### src/rtl/flash_fe_pkg.sv
package flash_fe_pkg;

  localparam logic [7:0] OPC_WR_EN   = 8'h06;
  localparam logic [7:0] OPC_WR_DIS  = 8'h04;
  localparam logic [7:0] OPC_RD_SR1  = 8'h05;
  localparam logic [7:0] OPC_RD_SR2  = 8'h35;
  localparam logic [7:0] OPC_WR_SR   = 8'h01;
  localparam logic [7:0] OPC_READ    = 8'h03;
  localparam logic [7:0] OPC_FREAD   = 8'h0B;
  localparam logic [7:0] OPC_PROG    = 8'h02;
  localparam logic [7:0] OPC_ER4K    = 8'h20;
  localparam logic [7:0] OPC_ER32K   = 8'h52;
  localparam logic [7:0] OPC_ER64K   = 8'hD8;
  localparam logic [7:0] OPC_ERALL_A = 8'hC7;
  localparam logic [7:0] OPC_ERALL_B = 8'h60;

  typedef enum logic [3:0] {
    ST_OPC,   // collecting opcode
    ST_ADR,   // collecting address bytes
    ST_DUM,   // dummy byte of fast read
    ST_RD,    // array data out
    ST_SR,    // status byte out
    ST_PGM,   // program data in
    ST_WSR,   // status bytes in
    ST_ARM,   // erase armed, waiting for chip select rise
    ST_DROP   // ignore rest of transaction
  } fe_state_t;

  typedef enum logic [1:0] {
    ER_4K  = 2'd0,
    ER_32K = 2'd1,
    ER_64K = 2'd2,
    ER_ALL = 2'd3
  } erase_kind_t;

endpackage

### src/rtl/fe_pin_sync.sv
module fe_pin_sync #(
  parameter int STAGES = 2
) (
  input  logic clk,
  input  logic rst_n,
  input  logic cs_n_i,
  input  logic sclk_i,
  input  logic mosi_i,
  output logic cs_n_o,
  output logic cs_rise,
  output logic sclk_rise,
  output logic sclk_fall,
  output logic mosi_o
);
  localparam int NPIN = 3;
  localparam logic [NPIN-1:0] RST_VAL = 3'b100;  // {cs_n, sclk, mosi}

  logic [NPIN-1:0] pin_raw;
  logic [NPIN-1:0] pin_s;
  logic            sclk_d;
  logic            cs_d;

  assign pin_raw = {cs_n_i, sclk_i, mosi_i};

  for (genvar g = 0; g < NPIN; g++) begin : g_pin
    logic [STAGES-1:0] chain;
    always_ff @(posedge clk or negedge rst_n) begin
      if (!rst_n) chain <= {STAGES{RST_VAL[g]}};
      else        chain <= {chain[STAGES-2:0], pin_raw[g]};
    end
    assign pin_s[g] = chain[STAGES-1];
  end

  always_ff @(posedge clk or negedge rst_n) begin
    if (!rst_n) begin
      sclk_d <= 1'b0;
      cs_d   <= 1'b1;
    end else begin
      sclk_d <= pin_s[1];
      cs_d   <= pin_s[2];
    end
  end

  assign cs_n_o    = pin_s[2];
  assign cs_rise   = pin_s[2] & ~cs_d;
  assign sclk_rise = pin_s[1] & ~sclk_d;
  assign sclk_fall = ~pin_s[1] & sclk_d;
  assign mosi_o    = pin_s[0];
endmodule

### src/rtl/fe_tx_shift.sv
module fe_tx_shift #(
  parameter int BYTE_W = 8
) (
  input  logic              clk,
  input  logic              rst_n,
  input  logic              en,
  input  logic              fall,
  input  logic [BYTE_W-1:0] load_data,
  output logic              dout,
  output logic              drive,
  output logic              byte_end
);
  localparam int CW = $clog2(BYTE_W);
  localparam logic [CW-1:0] LAST = CW'(BYTE_W - 1);

  logic [BYTE_W-2:0] sh, sh_n;
  logic [CW-1:0]     cnt, cnt_n;
  logic              dout_n, drive_n;

  always_comb begin
    sh_n    = sh;
    cnt_n   = cnt;
    dout_n  = dout;
    drive_n = drive;
    if (!en) begin
      cnt_n   = '0;
      drive_n = 1'b0;
      dout_n  = 1'b0;
    end else if (fall) begin
      drive_n = 1'b1;
      cnt_n   = cnt + CW'(1);
      if (cnt == '0) begin
        dout_n = load_data[BYTE_W-1];
        sh_n   = load_data[BYTE_W-2:0];
      end else begin
        dout_n = sh[BYTE_W-2];
        sh_n   = {sh[BYTE_W-3:0], 1'b0};
      end
    end
  end

  always_ff @(posedge clk or negedge rst_n) begin
    if (!rst_n) begin
      sh    <= '0;
      cnt   <= '0;
      dout  <= 1'b0;
      drive <= 1'b0;
    end else begin
      sh    <= sh_n;
      cnt   <= cnt_n;
      dout  <= dout_n;
      drive <= drive_n;
    end
  end

  assign byte_end = en & fall & (cnt == LAST);

  // output enable drops one cycle after the phase ends
  a_r12_drive_follows_en: assert property (@(posedge clk) disable iff (!rst_n)
    !$past(en) |-> !drive);
endmodule

### src/rtl/flash_cmd_front.sv
module flash_cmd_front
  import flash_fe_pkg::*;
#(
  parameter int ADDR_W      = 24,
  parameter int PAGE_W      = 8,
  parameter int SYNC_STAGES = 2
) (
  input  logic              clk,
  input  logic              rst_n,
  input  logic              spi_cs_n,
  input  logic              spi_sclk,
  input  logic              spi_mosi,
  output logic              spi_miso,
  output logic              spi_miso_oe,
  output logic [ADDR_W-1:0] mem_addr,
  input  logic [7:0]        mem_rdata,
  output logic              wr_req,
  output logic [ADDR_W-1:0] req_addr,
  output logic [7:0]        wr_data,
  output logic              ers_req,
  output logic [1:0]        ers_kind,
  input  logic [15:0]       sr_q,
  output logic              sr_wr,
  output logic [15:0]       sr_wdata,
  input  logic              arr_busy
);
  localparam int CNT_W = 3;
  localparam logic [CNT_W-1:0] CNT_MAX  = '1;
  localparam logic [CNT_W-1:0] ADR_LAST = CNT_W'(ADDR_W / 8);
  localparam logic [CNT_W-1:0] WSR_ONE  = CNT_W'(2);
  localparam logic [CNT_W-1:0] WSR_TWO  = CNT_W'(3);

  logic cs_n_s, cs_rise, sclk_rise, sclk_fall, mosi_s;

  fe_pin_sync #(.STAGES(SYNC_STAGES)) u_sync (
    .clk(clk), .rst_n(rst_n),
    .cs_n_i(spi_cs_n), .sclk_i(spi_sclk), .mosi_i(spi_mosi),
    .cs_n_o(cs_n_s), .cs_rise(cs_rise),
    .sclk_rise(sclk_rise), .sclk_fall(sclk_fall), .mosi_o(mosi_s)
  );

  fe_state_t         state, state_n;
  logic [7:0]        op, op_n;
  logic [2:0]        bcnt, bcnt_n;
  logic [CNT_W-1:0]  nbytes, nbytes_n;
  logic [6:0]        shin, shin_n;
  logic [ADDR_W-1:0] addr, addr_n;
  logic              wel, wel_n;
  logic              busy_q;
  logic              sr_sel, sr_sel_n;
  logic [7:0]        wb1, wb1_n, wb2, wb2_n;
  logic              wr_req_n, ers_req_n, sr_wr_n;
  logic [ADDR_W-1:0] req_addr_n;
  logic [7:0]        wr_data_n;
  logic [1:0]        ers_kind_n;
  logic [15:0]       sr_wdata_n;

  logic       active, bit_rise, byte_last;
  logic [7:0] rx_byte, sr1_view, tx_load;
  logic       tx_en, tx_end;

  assign active    = ~cs_n_s;
  assign bit_rise  = active & sclk_rise;
  assign byte_last = (bcnt == 3'd7);
  assign rx_byte   = {shin, mosi_s};
  assign sr1_view  = {sr_q[7:2], wel, arr_busy};
  assign tx_en     = active & ((state == ST_RD) | (state == ST_SR));
  assign tx_load   = (state == ST_SR) ? (sr_sel ? sr_q[15:8] : sr1_view) : mem_rdata;

  fe_tx_shift #(.BYTE_W(8)) u_tx (
    .clk(clk), .rst_n(rst_n), .en(tx_en), .fall(sclk_fall),
    .load_data(tx_load), .dout(spi_miso), .drive(spi_miso_oe), .byte_end(tx_end)
  );

  always_comb begin
    state_n    = state;
    op_n       = op;
    bcnt_n     = bcnt;
    nbytes_n   = nbytes;
    shin_n     = shin;
    addr_n     = addr;
    wel_n      = wel;
    sr_sel_n   = sr_sel;
    wb1_n      = wb1;
    wb2_n      = wb2;
    wr_req_n   = 1'b0;
    ers_req_n  = 1'b0;
    sr_wr_n    = 1'b0;
    req_addr_n = req_addr;
    wr_data_n  = wr_data;
    ers_kind_n = ers_kind;
    sr_wdata_n = sr_wdata;

    if (busy_q && !arr_busy) wel_n = 1'b0;

    if (cs_n_s) begin
      state_n  = ST_OPC;
      bcnt_n   = '0;
      nbytes_n = '0;
      if (cs_rise && bcnt == '0) begin
        if (state == ST_ARM) begin
          ers_req_n  = 1'b1;
          req_addr_n = addr;
        end
        if (state == ST_WSR && nbytes == WSR_ONE) begin
          sr_wr_n    = 1'b1;
          sr_wdata_n = {sr_q[15:8], wb1};
        end
        if (state == ST_WSR && nbytes == WSR_TWO) begin
          sr_wr_n    = 1'b1;
          sr_wdata_n = {wb2, wb1};
        end
      end
    end else begin
      if (tx_end && state == ST_RD) addr_n = addr + ADDR_W'(1);
      if (bit_rise) begin
        bcnt_n = bcnt + 3'd1;
        shin_n = {shin[5:0], mosi_s};
        if (byte_last) begin
          if (nbytes != CNT_MAX) nbytes_n = nbytes + CNT_W'(1);
          unique case (state)
            ST_OPC: begin
              op_n = rx_byte;
              if (arr_busy && rx_byte != OPC_RD_SR1 && rx_byte != OPC_RD_SR2) begin
                state_n = ST_DROP;
              end else begin
                case (rx_byte)
                  OPC_WR_EN:  begin wel_n = 1'b1; state_n = ST_DROP; end
                  OPC_WR_DIS: begin wel_n = 1'b0; state_n = ST_DROP; end
                  OPC_RD_SR1: begin sr_sel_n = 1'b0; state_n = ST_SR; end
                  OPC_RD_SR2: begin sr_sel_n = 1'b1; state_n = ST_SR; end
                  OPC_READ, OPC_FREAD: state_n = ST_ADR;
                  OPC_PROG, OPC_ER4K, OPC_ER32K, OPC_ER64K:
                    state_n = wel ? ST_ADR : ST_DROP;
                  OPC_ERALL_A, OPC_ERALL_B: begin
                    state_n    = wel ? ST_ARM : ST_DROP;
                    ers_kind_n = ER_ALL;
                  end
                  OPC_WR_SR: state_n = wel ? ST_WSR : ST_DROP;
                  default:   state_n = ST_DROP;
                endcase
              end
            end
            ST_ADR: begin
              addr_n = {addr[ADDR_W-9:0], rx_byte};
              if (nbytes == ADR_LAST) begin
                case (op)
                  OPC_READ:  state_n = ST_RD;
                  OPC_FREAD: state_n = ST_DUM;
                  OPC_PROG:  state_n = ST_PGM;
                  OPC_ER4K:  begin state_n = ST_ARM; ers_kind_n = ER_4K;  end
                  OPC_ER32K: begin state_n = ST_ARM; ers_kind_n = ER_32K; end
                  OPC_ER64K: begin state_n = ST_ARM; ers_kind_n = ER_64K; end
                  default:   state_n = ST_DROP;
                endcase
              end
            end
            ST_DUM: state_n = ST_RD;
            ST_PGM: begin
              wr_req_n   = 1'b1;
              req_addr_n = addr;
              wr_data_n  = rx_byte;
              addr_n[PAGE_W-1:0] = addr[PAGE_W-1:0] + PAGE_W'(1);
            end
            ST_WSR: begin
              if (nbytes == CNT_W'(1))      wb1_n = rx_byte;
              else if (nbytes == WSR_ONE)   wb2_n = rx_byte;
              else                          state_n = ST_DROP;
            end
            ST_ARM:  state_n = ST_DROP;
            default: ;
          endcase
        end
      end
    end
  end

  always_ff @(posedge clk or negedge rst_n) begin
    if (!rst_n) begin
      state    <= ST_OPC;
      op       <= '0;
      bcnt     <= '0;
      nbytes   <= '0;
      shin     <= '0;
      addr     <= '0;
      wel      <= 1'b0;
      busy_q   <= 1'b0;
      sr_sel   <= 1'b0;
      wb1      <= '0;
      wb2      <= '0;
      wr_req   <= 1'b0;
      ers_req  <= 1'b0;
      sr_wr    <= 1'b0;
      req_addr <= '0;
      wr_data  <= '0;
      ers_kind <= '0;
      sr_wdata <= '0;
    end else begin
      state    <= state_n;
      op       <= op_n;
      bcnt     <= bcnt_n;
      nbytes   <= nbytes_n;
      shin     <= shin_n;
      addr     <= addr_n;
      wel      <= wel_n;
      busy_q   <= arr_busy;
      sr_sel   <= sr_sel_n;
      wb1      <= wb1_n;
      wb2      <= wb2_n;
      wr_req   <= wr_req_n;
      ers_req  <= ers_req_n;
      sr_wr    <= sr_wr_n;
      req_addr <= req_addr_n;
      wr_data  <= wr_data_n;
      ers_kind <= ers_kind_n;
      sr_wdata <= sr_wdata_n;
    end
  end

  assign mem_addr = addr;

  // never more than one request at a time
  a_r11_one_req: assert property (@(posedge clk) disable iff (!rst_n)
    $countones({wr_req, ers_req, sr_wr}) <= 1);

  // erase and status write fire only on a chip select rise
  a_r4_commit_on_cs: assert property (@(posedge clk) disable iff (!rst_n)
    (ers_req || sr_wr) |-> $past(cs_rise));

  // a program byte never leaves the page being filled
  a_r10_page_hold: assert property (@(posedge clk) disable iff (!rst_n)
    wr_req |-> (req_addr[ADDR_W-1:PAGE_W] == mem_addr[ADDR_W-1:PAGE_W]));

  // the latch is only set from opcode decode while not busy
  a_r6_wel_not_busy: assert property (@(posedge clk) disable iff (!rst_n)
    $rose(wel) |-> ($past(state) == ST_OPC && !$past(arr_busy)));

  // chip select held high keeps DO released
  a_r12_oe_idle: assert property (@(posedge clk) disable iff (!rst_n)
    (cs_n_s && $past(cs_n_s) && $past(cs_n_s, 2)) |-> !spi_miso_oe);
endmodule

### config.mk
export PLATFORM = sky130hd
export DESIGN_NAME = flash_cmd_front
export DESIGN_NICKNAME = d
export VERILOG_FILES = /design/src/rtl/flash_fe_pkg.sv /design/src/rtl/fe_pin_sync.sv /design/src/rtl/fe_tx_shift.sv /design/src/rtl/flash_cmd_front.sv
export SDC_FILE = /design/constraint.sdc
export NUM_CORES = 1
export LEC_CHECK = 0
export BUFFER_PORTS_ARGS = -buffer_cell sky130_fd_sc_hd__buf_2
export CAP_MARGIN = 5
export CORE_MARGIN = 2
export CORE_UTILIZATION = 55
export CTS_BUF_LIST = sky130_fd_sc_hd__clkbuf_8
export CTS_CLUSTER_SIZE = 20
export DETAILED_ROUTE_END_ITERATION = 8
export HOLD_SLACK_MARGIN = 0.06
export PLACE_DENSITY = 0.82
export REMOVE_ABC_BUFFERS = 1
export SYNTH_ARGS = -nofsm -noshare
export SYNTH_HDL_FRONTEND = slang
export SYNTH_SLANG_ARGS = --single-unit
### constraint.sdc
create_clock -name clk -period 6.1 [get_ports clk]
set_input_delay 0.61 -clock clk [delete_from_list [all_inputs] [get_ports clk]]
set_output_delay 0.61 -clock clk [all_outputs]
set_load 0.005 [all_outputs]
* Yosys cells after proc, flatten, opt, wreduce, memory -nomap -nowiden
Index checks and enable logic that the tools add are counted.
Operators by class: add/subtract/negate cells 5, equal/unequal tests 44, multiplexer cells 66, bitwise gates (word level) 14, reductions and logical operators 36
Operators by type and width (number):
- 24-bit 2-to-1 mux | 9
- 16-bit 2-to-1 mux | 3
- 4-bit 2-to-1 mux | 10
- 4-bit case mux with 5 select lines | 2
- 8-bit by 2-bit equality test with 1-bit output (second input constant) | 4
- 24-bit by 1-bit adder with 24-bit output (second input constant) | 1
- 8-bit by 3-bit equality test with 1-bit output (second input constant) | 3
- 8-bit by 6-bit equality test with 1-bit output (second input constant) | 3
- 8-bit by 7-bit equality test with 1-bit output (second input constant) | 3
- 8-bit equality test (second input constant) | 3
- 3-bit 2-to-1 mux | 8
- 1-bit 2-to-1 mux | 22
- 6-bit AND reduction | 3
- 4-bit by 3-bit equality test with 1-bit output (second input constant) | 4
- 8-bit by 4-bit equality test with 1-bit output (second input constant) | 2
- 8-bit 2-to-1 mux | 2
- 4-bit case mux with 4 select lines | 1
- 8-bit case mux with 2 select lines | 1
- 2-bit nonzero test | 7
- 2-bit inequality test (second input constant) | 6
- 5-bit AND reduction | 2
- 3-bit by 1-bit adder with 3-bit output (second input constant) | 3
- 3-bit by 2-bit inequality test with 1-bit output (second input constant) | 3
- 8-bit by 1-bit adder with 8-bit output (second input constant) | 1
- 30 further kinds | 59
Word-level totals: flip-flop bits (word level) 141, input bits 30, output and inout port bits 79, word-level logic and storage cells 192

* Logic depth before layout (Yosys ltp)
Gate-level depths: netlist (run 1).
word-level depth 10, mapped depth 8, mapped depth without buffers 8

* Cells and area by module
Synthesis (run 1) repeated with hierarchy kept, for this count alone.
Second synthesis, totals: cell total of the unflattened synthesis 688, area, all modules 7146.9 um2
By module, submodules not included:
- flash_cmd_front | instances 1, cells each 622, area each 6268.5 um2, seq. area each 3027.9 um2
- fe_tx_shift | instances 1, cells each 55, area each 653.1 um2, seq. area each 300.3 um2
- fe_pin_sync | instances 1, cells each 11, area each 225.2 um2, seq. area each 203.9 um2

* Least setup slack after synthesis (run 1)
No wires, ideal clock.
kind register -> register, start register bcnt[0], end register addr[4], in the netlist mem_addr[4], library setup time 121 ps, arrival 1952 ps, data required time 5979 ps, setup slack 4027 ps, cell stages (with the launch flop) 9, path buffers 0, period minus slack after synthesis 2073 ps, cell sequence dfrtp_1 -> ha_1 -> ha_1 -> and4bb_2 -> nand3_1 -> inv_1 -> a221o_1 -> o21a_1 -> o22a_1
Between the ends: cells in the longest elaborated chain, start to end 3
RTL lines:
- from (decl) | line flash_cmd_front.sv:44 | logic [2:0] bcnt, bcnt_n;
- from (signal assigned) | line flash_cmd_front.sv:201 | bcnt <= bcnt_n;
- 3-bit equality test | line flash_cmd_front.sv:64 | assign byte_last = (bcnt == 3'd7);
- 24-bit 2-to-1 mux | line flash_cmd_front.sv:119 | if (byte_last) begin
- 24-bit 2-to-1 mux | line flash_cmd_front.sv:116 | if (bit_rise) begin
- to (signal assigned) | line flash_cmd_front.sv:204 | addr <= addr_n;
- to (decl) | line flash_cmd_front.sv:47 | logic [ADDR_W-1:0] addr, addr_n;
No other way between the ends. A chain may end at the register's enable or synchronous reset.

* Worst setup path in the final report (run 1)
start register u_sync.g_pin[2].chain[1], end register req_addr[5]
Between the ends: cells in the longest elaborated chain, start to end 4, elaborated cells between the ends (all ways) 11, classes of those cells eq/ne (2); mux (1); bitwise (3); reduce/logical (5)
RTL lines:
- from (decl) | line fe_pin_sync.sv:26 | logic [STAGES-1:0] chain;
- from (signal assigned) | line fe_pin_sync.sv:28 | if (!rst_n) chain <= {STAGES{RST_VAL[g]}};
- from (signal assigned) | line fe_pin_sync.sv:29 | else chain <= {chain[STAGES-2:0], pin_raw[g]};
- 1-bit AND or 1-bit inverter (tied branches)
- 1-bit logical AND or 1-bit AND (tied branches) | line flash_cmd_front.sv:100, flash_cmd_front.sv:63
- 2-bit inequality test (no line) or 2-bit nonzero test (tied branches)
- 5-bit AND reduction (no line)
- to (signal assigned) | line flash_cmd_front.sv:213 | req_addr <= req_addr_n;
- to (decl) | line flash_cmd_front.sv:18 | output logic [ADDR_W-1:0] req_addr,
Parallel ways exist; a longest one is shown, timed or not.

==> reports/results.ini, run 1 <==
[run_status]
outcome=complete, no violations

[worst_setup_path]
path_max_fanout=25
critical-path-slowest-cell=dfstp_2
rr_worst_depth=5
critical_path_class=reg2reg
critPathLaunchType=flop
cp_slowest_stage_delay_ns=0.85
worstPathCellList=and4bb_2 -> nand3_1 -> inv_1 -> nor2_4 -> mux2_2
critPathRequiredTime_ns=6.43
crit_arrival_ns=3.54
cp-end-kind=flop

[placed_design]
postPlaceCellArea_um2=7710
portBuffers=106
hpwl_um=10800
gp_congestion=0.891

[synth]
synth_flop_cell=dfrtp_1
ys_seq_area_share_pct=49.4
syn_avg_cell_area_um2=10.8
ys_ff_latch=141
synthTopCellsByCount=dfrtp_1, nand2_1, mux2_2
synth_top_area_cell=dfrtp_1
yosysUniqueCellTypes=77
yosysWarnings=0
async_reset_ff_share_pct=100
synth_edf_count=0
yosysMostFrequentCell=dfrtp_1
synth_top_cell_area_share_pct=48.3
synth_area_um2=7150
syn_inst=663
netlist_top_cells_area=dfrtp_1, mux2_2, nand2_1

[floorplan]
die_area_um2=13900
die-width_um=118
start_util_pct=56.4
num_rows=41
ios=109
dieHeight_um=118
coreArea_um2=12700

[clock_network]
cts_tree=built
insertion_delay_ns=0.45
cts_setup_buffers=0
cts_resized=0
cts_buffers=17
cts_htree_levels=4
cts_sinks=141
clk_path_buf_depth=2
cts.clk_slew.worst_paths_ns=0.08
root_buffer=clkbuf_8
cts_hold_buf=0

[min_path]
hold_class=in2async

[job]
cap_violations=0

[timing]
slew_headroom_pct=25.9
min_period_ns=3.21
slew_viol_final=0
hold_violations=0
rsz0062_at_grt=no
skew_ns=0.0133
period_share_pct=52.6
fmaxAchievable_mhz=311
fin_tns_setup_ns=0
worstMarginPinSlew_ns=1.11
setup_viol=0

[routing]
wl_per_cell_um=16.9
drtIter0Drc=411
drt_first_pass_iters=5
remaining_drc_errors=0
postRouteAntennaNets=0
vias_per_cell=5.83
wl_um=15800
vias=5447

[global_routing]
grt.total_usage_pct=23.6
grt_antenna_before_repair=0
grt_max_degree=80
overflow=0
grt_pass1_vias=5433
grt_first_pass_wirelength_um=26500

[layout]
finalNetCount=791
nFillCells=1001
layout-drive-gt1-share_pct=29.0
area_delta_synth_final_pct=12.8
finalInstanceArea_um2=8070
n_antenna_cell=0

[power_and_ir_drop]
ir_worst_vdd_v=0.000197
leakage_uw=0.00398
power_uw=1860
powerDensity_nw_per_um2=230

-- flip-flops by register name, summed over array words and instances, names as in the netlist, 2 cells and up --
name and cells:
u_tx.sh 7, bcnt 3, u_tx.cnt 3, nbytes 3
wb1 8, shin 7, u_sync.g_pin.chain 6, mem_addr 24
wr_data 8, ers_kind 2, req_addr 24, op 8
sr_wdata 16, state 4, wb2 8
-- cell families (layout without fill, tap and decap cells) --
| logic type | Yosys count | after routing | share of synthesized area, % |
|---|---|---|---|
| simple gates | 233 | 233 | 19.3 |
| flops | 141 | 141 | 49.4 |
| compound gates | 129 | 129 | 11.9 |
| mux | 79 | 79 | 12.1 |
| buf+inv | 57 | 156 | 3.61 |
| fa+ha+maj | 12 | 12 | 2.10 |
| xor+xnor | 12 | 12 | 1.47 |
-- worst max-delay path, delay by kind of cell (launching register included) --
kind	cells	cell delay (ns)
buffers and inverters	1	0.39
flip-flops	1	0.85
multiplexers	1	0.41
AND/OR/NAND/NOR	3	1.41
-- report_power, final --
part / internal [uW] / switching (uW) / leakage, uW
Sequential: 958 / 98.7 / 0.00184
Combinational: 64.8 / 69.9 / 0.00196
Clock: 302 / 362 / 0.000178
-- layout by cell type, fill, tap and decap left out, types with 6 or more instances in the layout --
cell type,Yosys,layout
dfrtp_1,138,138
buf_2,17,105
nand2_1,68,68
mux2_2,59,59
nor2_1,51,51
o21ai_0,29,29
a21oi_1,24,24
a211oi_1,23,23
clkbuf_8,0,19
inv_1,17,17
mux2i_1,17,17
nor3_1,16,16
ha_1,12,12
nand3_1,10,10
xnor2_1,10,10
and3_1,9,9
and2_1,8,8
nor2b_1,7,7
nor4b_1,7,7
o22ai_1,6,6
o211ai_1,6,6
-- layout make-up --
cell class,count,area (um^2),share of cell area [%]
inverter,17,63.8,0.791
sequential,141,3530,43.8
clock inverter,13,91.3,1.13
clock buffer,19,262,3.24
timing repair buffer,107,544,6.75
tap,172,215,2.67
multi-input combinational,465,3360,41.6
-- per-stage QoR --
stage,utilization (%),instances,hold slack [ns],setup WS [ns]
floorplan,-,623,0.314,3.57
global placement,60.9,902,0.333,2.99
detailed placement,60.9,902,0.337,2.89
CTS,63.7,934,0.123,2.87
global route,63.7,934,0.154,2.66
finish,63.7,934,0.119,2.89
-- path summary, 6_finish.rpt --
check                                      endpoint                     start  slack [ns]
hold / removal                          req_addr[1]                     rst_n        0.12
hold reg to reg            u_sync.g_pin[1].chain[1]  u_sync.g_pin[1].chain[0]        0.35
max in group asynchronous                 nbytes[1]                     rst_n        4.60
min in group clk           u_sync.g_pin[0].chain[0]                  spi_mosi        0.26
setup / recovery                        req_addr[5]  u_sync.g_pin[2].chain[1]        2.89
setup reg to reg                        req_addr[5]  u_sync.g_pin[2].chain[1]        2.89
-- routing by layer --
layer | global-route usage [%] | vias to the layer above | share of wire (%)
met4 | 8.28 | 0 | 1.4
met2 | 38.3 | 205 | 48
met5 | 0 | - | 0
met3 | 5.38 | 20 | 6.1
met1 | 31.2 | 2648 | 44
li1 | - | 2574 | -
(Power assumes the default switching activity.)
==> run 2: changes to the inputs <==
Settings changed: CORE_UTILIZATION 55 to 53.
Clock period 6.1 ns to 2.6 ns, I/O delays scaled along.
==> reports/results.ini, run 2 (synthesis gave the netlist of run 1 again) <==
[run_status]
outcome=complete, no violations

[timing]
hold-worst-slack_ns=0.0998
min_period_ns=2.39
slew_headroom_pct=36.3
worstMarginPinSlew_ns=0.954
hold_violations=0
slew_viol_final=0
skew_ns=0.0130
period_share_pct=91.7
fin_tns_setup_ns=0
rsz0062_at_grt=no
fmaxAchievable_mhz=419
worst_slack_ns=0.215
setup_viol=0

[global_routing]
grt_pass1_vias=5686
grt_antenna_before_repair=0
grt_max_degree=60
grt_first_pass_wirelength_um=27900
grt.total_usage_pct=24.6
overflow=0

[worst_setup_path]
critPathBufInv=1
cp-end-kind=flop
path_max_fanout=24
critPathLaunchType=flop
critical-path-slowest-cell=nor2_4
crit_family=simple AND/OR/NAND/NOR gates
cp_slowest_stage_delay_ns=0.56
critPathRequiredTime_ns=2.95
critical_path_class=reg2reg
crit_top_cell=ha_1
crit_arrival_ns=2.73
worstPathCellList=ha_1 -> ha_1 -> and4bb_2 -> nand3_1 -> inv_1 -> nor2_4 -> mux2_2

[clock_network]
cts_buffers=17
cts_resized=0
clk_path_buf_depth=2
cts_htree_levels=4
root_buffer=clkbuf_8
cts_tree=built
cts.clk_slew.worst_paths_ns=0.08
insertion_delay_ns=0.47
cts_sinks=141

[routing]
vias=5618
drt_first_pass_iters=5
postRouteAntennaNets=0
drtIter0Drc=392
vias_per_cell=5.83
wl_um=16800
remaining_drc_errors=0
wl_per_cell_um=17.4

[power_and_ir_drop]
leakage_uw=0.00416
power_uw=4760
ir_worst_vdd_v=0.000407
powerDensity_nw_per_um2=568

[job]
cap_violations=0

[layout]
finalInstanceArea_um2=8380
layout_common_cells=dfrtp_1, buf_2, nand2_1
area_delta_synth_final_pct=17.2
finalNetCount=817
n_antenna_cell=0
final_common_cell=dfrtp_1
layout-drive-gt1-share_pct=30.6
nFillCells=1037

[floorplan]
dieHeight_um=120
ios=109
num_rows=42
die_area_um2=14400
coreArea_um2=13200
die-width_um=120
start_util_pct=54.2

[placed_design]
postPlaceCellArea_um2=7890
gp_congestion=0.912
hpwl_um=11800
pre_cts_ws_ns=0.203
portBuffers=106

[min_path]
hold_class=in2reg

[run 2: changes by cell type in the layout (fill, tap and decap cells not counted)]
cell | before | now
clkbuf_8 | 19 | 20
dlygate4sd3_1 | 0 | 5
clkinv_2 | 5 | 1
inv_8 | 0 | 1
inv_6 | 2 | 1
inv_1 | 17 | 18
clkinv_4 | 3 | 4
clkinvlp_4 | 3 | 1
buf_4 | 1 | 21
bufinv_16 | 0 | 3
buf_12 | 0 | 1
[run 2: path summary, 6_finish.rpt]
| path | startpoint | end | slack (ns) | cells after the start |
|---|---|---|---|---|
| setup / recovery | bcnt[0] | req_addr[10] | 0.21 | 7 |
| max in group asynchronous | rst_n | req_addr[14] | 1.54 | 3 |
| setup reg to reg | bcnt[0] | req_addr[10] | 0.21 | 7 |
| hold / removal | sr_q[11] | sr_wdata[11] | 0.1 | 3 |
| min in group asynchronous | rst_n | req_addr[1] | 0.33 | 2 |
| hold reg to reg | u_sync.g_pin[2].chain[0] | u_sync.g_pin[2].chain[1] | 0.36 | 0 |
[run 2: worst reg2reg max path: stages (launching register included)]
cell and delay, ns:
dfrtp_1 0.41, ha_1 0.21, ha_1 0.20, and4bb_2 0.25
nand3_1 0.11, inv_1 0.10, nor2_4 0.56, mux2_2 0.43
[run 2: cell type report]
class | count | area (um^2) | share of cell area, %
clock inverters | 12 | 161 | 1.93
multi-input cells | 465 | 3360 | 40.1
flip-flops and latches | 141 | 3530 | 42.2
repair buffers | 133 | 764 | 9.13
well taps | 176 | 220 | 2.63
clock buffers | 20 | 275 | 3.29
inverters | 17 | 63.8 | 0.762
[run 2: metrics by stage]
| step | util, % | instances |
|---|---|---|
| 6_report | 63.5 | 964 |
| 5_1_grt | 63.5 | 964 |
| 4_1_cts | 63.5 | 964 |
| 3_5_place_dp | 59.8 | 927 |
| 3_3_place_gp | 59.8 | 927 |
| 2_1_floorplan | - | 623 |
[run 2: per-layer routing]
metal,GRT usage [%],up-vias,share of wire [%]
met3,5.75,33,5.5
met2,42.3,215,50
met1,30.2,2737,43
met5,0,-,0
met4,8.90,0,1.9
li1,-,2633,-
[run 2: what timing repair did]
action	4_1_cts	5_1_grt
hold buffers	5	0
setup buffers	0	0
endpoints found under the hold margin	57	0
endpoints found under the setup margin	0	0
[run 2: power by group]
part	switching (uW)	internal [uW]	leakage, uW
logic	217	193	0.00209
registers	196	2250	0.00184
clock network	872	1030	0.000223
==> run 3: changes to the inputs <==
==> constraint.sdc (replaced) <==
create_clock -name clk -period 2.6 [get_ports clk]
set_input_delay 0.13 -clock clk [delete_from_list [all_inputs] [get_ports clk]]
set_output_delay 0.13 -clock clk [all_outputs]
set_load 0.005 [all_outputs]
==> reports/results.ini, run 3 (synthesis gave the netlist of run 1 again) <==
[global_routing]
grt.total_usage_pct=25.0
overflow=0
grt_max_degree=60
grt_first_pass_wirelength_um=28300
grt_pass1_vias=5824
grt_antenna_before_repair=0

[clock_network]
cts_htree_levels=4
clk_path_buf_depth=2
root_buffer=clkbuf_8
cts_sinks=141
insertion_delay_ns=0.45
cts.clk_slew.worst_paths_ns=0.07
cts_tree=built
cts_buffers=17
cts_resized=0

[power_and_ir_drop]
powerDensity_nw_per_um2=546
ir_worst_vdd_v=0.000410
p_switching_uw=1230
clkPwrFrac_pct=37.6
seqPwrFrac_pct=53.0
power_uw=4600
leakage_uw=0.00416
power.internal_uw=3370
switching_share_pct=26.7
combPwrFrac_pct=9.4

[timing]
slew_viol_final=0
hold_violations=0
fin_tns_setup_ns=0
worstMarginPinSlew_ns=0.909
hold-worst-slack_ns=0.169
slew_headroom_pct=39.4
period_share_pct=92.2
rsz0062_at_grt=no
setup_viol=0
skew_ns=0.0143
fmaxAchievable_mhz=417
min_period_ns=2.40
worst_slack_ns=0.204

[routing]
drtIter0Drc=424
postRouteAntennaNets=0
remaining_drc_errors=0
wl_um=16900
vias=5688
drt_first_pass_iters=6
wl_per_cell_um=17.4
vias_per_cell=5.85

[min_path]
whs_path_depth=5
hold_start=mem_rdata[5]
hold_class=in2reg

[worst_setup_path]
critical_path_class=reg2reg
critPathRequiredTime_ns=2.93
critPathLaunch=bcnt[0]
rr_worst_depth=7
cp-end-kind=flop
r2r_start=bcnt[0]
crit_arrival_ns=2.73
critPathLaunchType=flop
path_max_fanout=24

[floorplan]
die_area_um2=14400
ios=109
coreArea_um2=13200
num_rows=42
die-width_um=120
dieHeight_um=120
start_util_pct=54.2

[layout]
layout_common_cells=dfrtp_1, buf_2, nand2_1
n_antenna_cell=0
finalNetCount=826
area_delta_synth_final_pct=17.8
layout-drive-gt1-share_pct=30.0
final_common_cell=dfrtp_1

[placed_design]
pre_cts_ws_ns=0.190
gp_congestion=0.938
hpwl_um=11800
portBuffers=106

[run_status]
outcome=complete, no violations

[job]
cap_violations=0

==> run 3: changes by cell type in the layout (fill, tap and decap cells not counted) <==
cell and delta:
bufinv_16 -1, clkinv_4 -4, clkinvlp_4 +4, dlygate4sd3_1 +9, inv_1 +1, inv_8 -1
==> run 3: power by group through the flow <==
| stage | Sequential, uW | Combinational [uW] | Clock [uW] |
|---|---|---|---|
| 3_3_place_gp | 2470 | 388 | 0 |
| 5_1_grt | 2450 | 471 | 1880 |
| 3_5_place_dp | 2480 | 409 | 0 |
| 4_1_cts | 2430 | 426 | 1770 |
| 2_1_floorplan | 2410 | 210 | 0 |
| 6_report | 2440 | 431 | 1730 |
==> run 3: what timing repair did <==
| item | 4_1_cts | 5_1_grt |
|---|---|---|
| endpoints found under the hold margin | 83 | 0 |
| hold buffers | 14 | 0 |
| setup buffers | 0 | 0 |
==> run 3: area by class of cell <==
| type | count | area (um^2) |
|---|---|---|
| Clock inverter | 11 | 119 |
| Sequential cell | 141 | 3530 |
| Multi-Input combinational cell | 465 | 3360 |
| Timing Repair Buffer | 142 | 855 |
| Inverter | 17 | 63.8 |
| Clock buffer | 20 | 275 |
| Tap cell | 176 | 220 |
| Fill cell | 1030 | 4770 |
==> run 3: final timing paths <==
check	to	slack (ns)
max in group asynchronous	u_tx.cnt[0]	1.61
max reg2reg	req_addr[10]	0.20
min	u_tx.sh[5]	0.17
min reg2reg	u_sync.g_pin[1].chain[1]	0.36
min in group asynchronous	wr_data[3]	0.20
max	req_addr[10]	0.20
==> run 3: routing by layer <==
metal	vias up	part of all wire, %	GRT usage (%)
li1	2643	-	-
met1	2776	41	30.7
met2	223	50	41.4
met3	46	6.3	5.66
met4	0	2.5	12.5
met5	-	0	0
==> run 3: per-stage QoR <==
step	cells	area, um^2	util (%)
6_report	972	8420	63.9
5_1_grt	972	8420	63.9
4_1_cts	972	8420	63.9
3_5_place_dp	927	7890	59.8
3_3_place_gp	927	7890	59.8
2_1_floorplan	623	6950	-
==> run 3: critical path, cell delays in order, from the launching register on <==
cell and delay, ns:
dfrtp_1 0.41, ha_1 0.21, ha_1 0.21, and4bb_2 0.26
nand3_1 0.12, inv_1 0.09, nor2_4 0.56, mux2_2 0.42
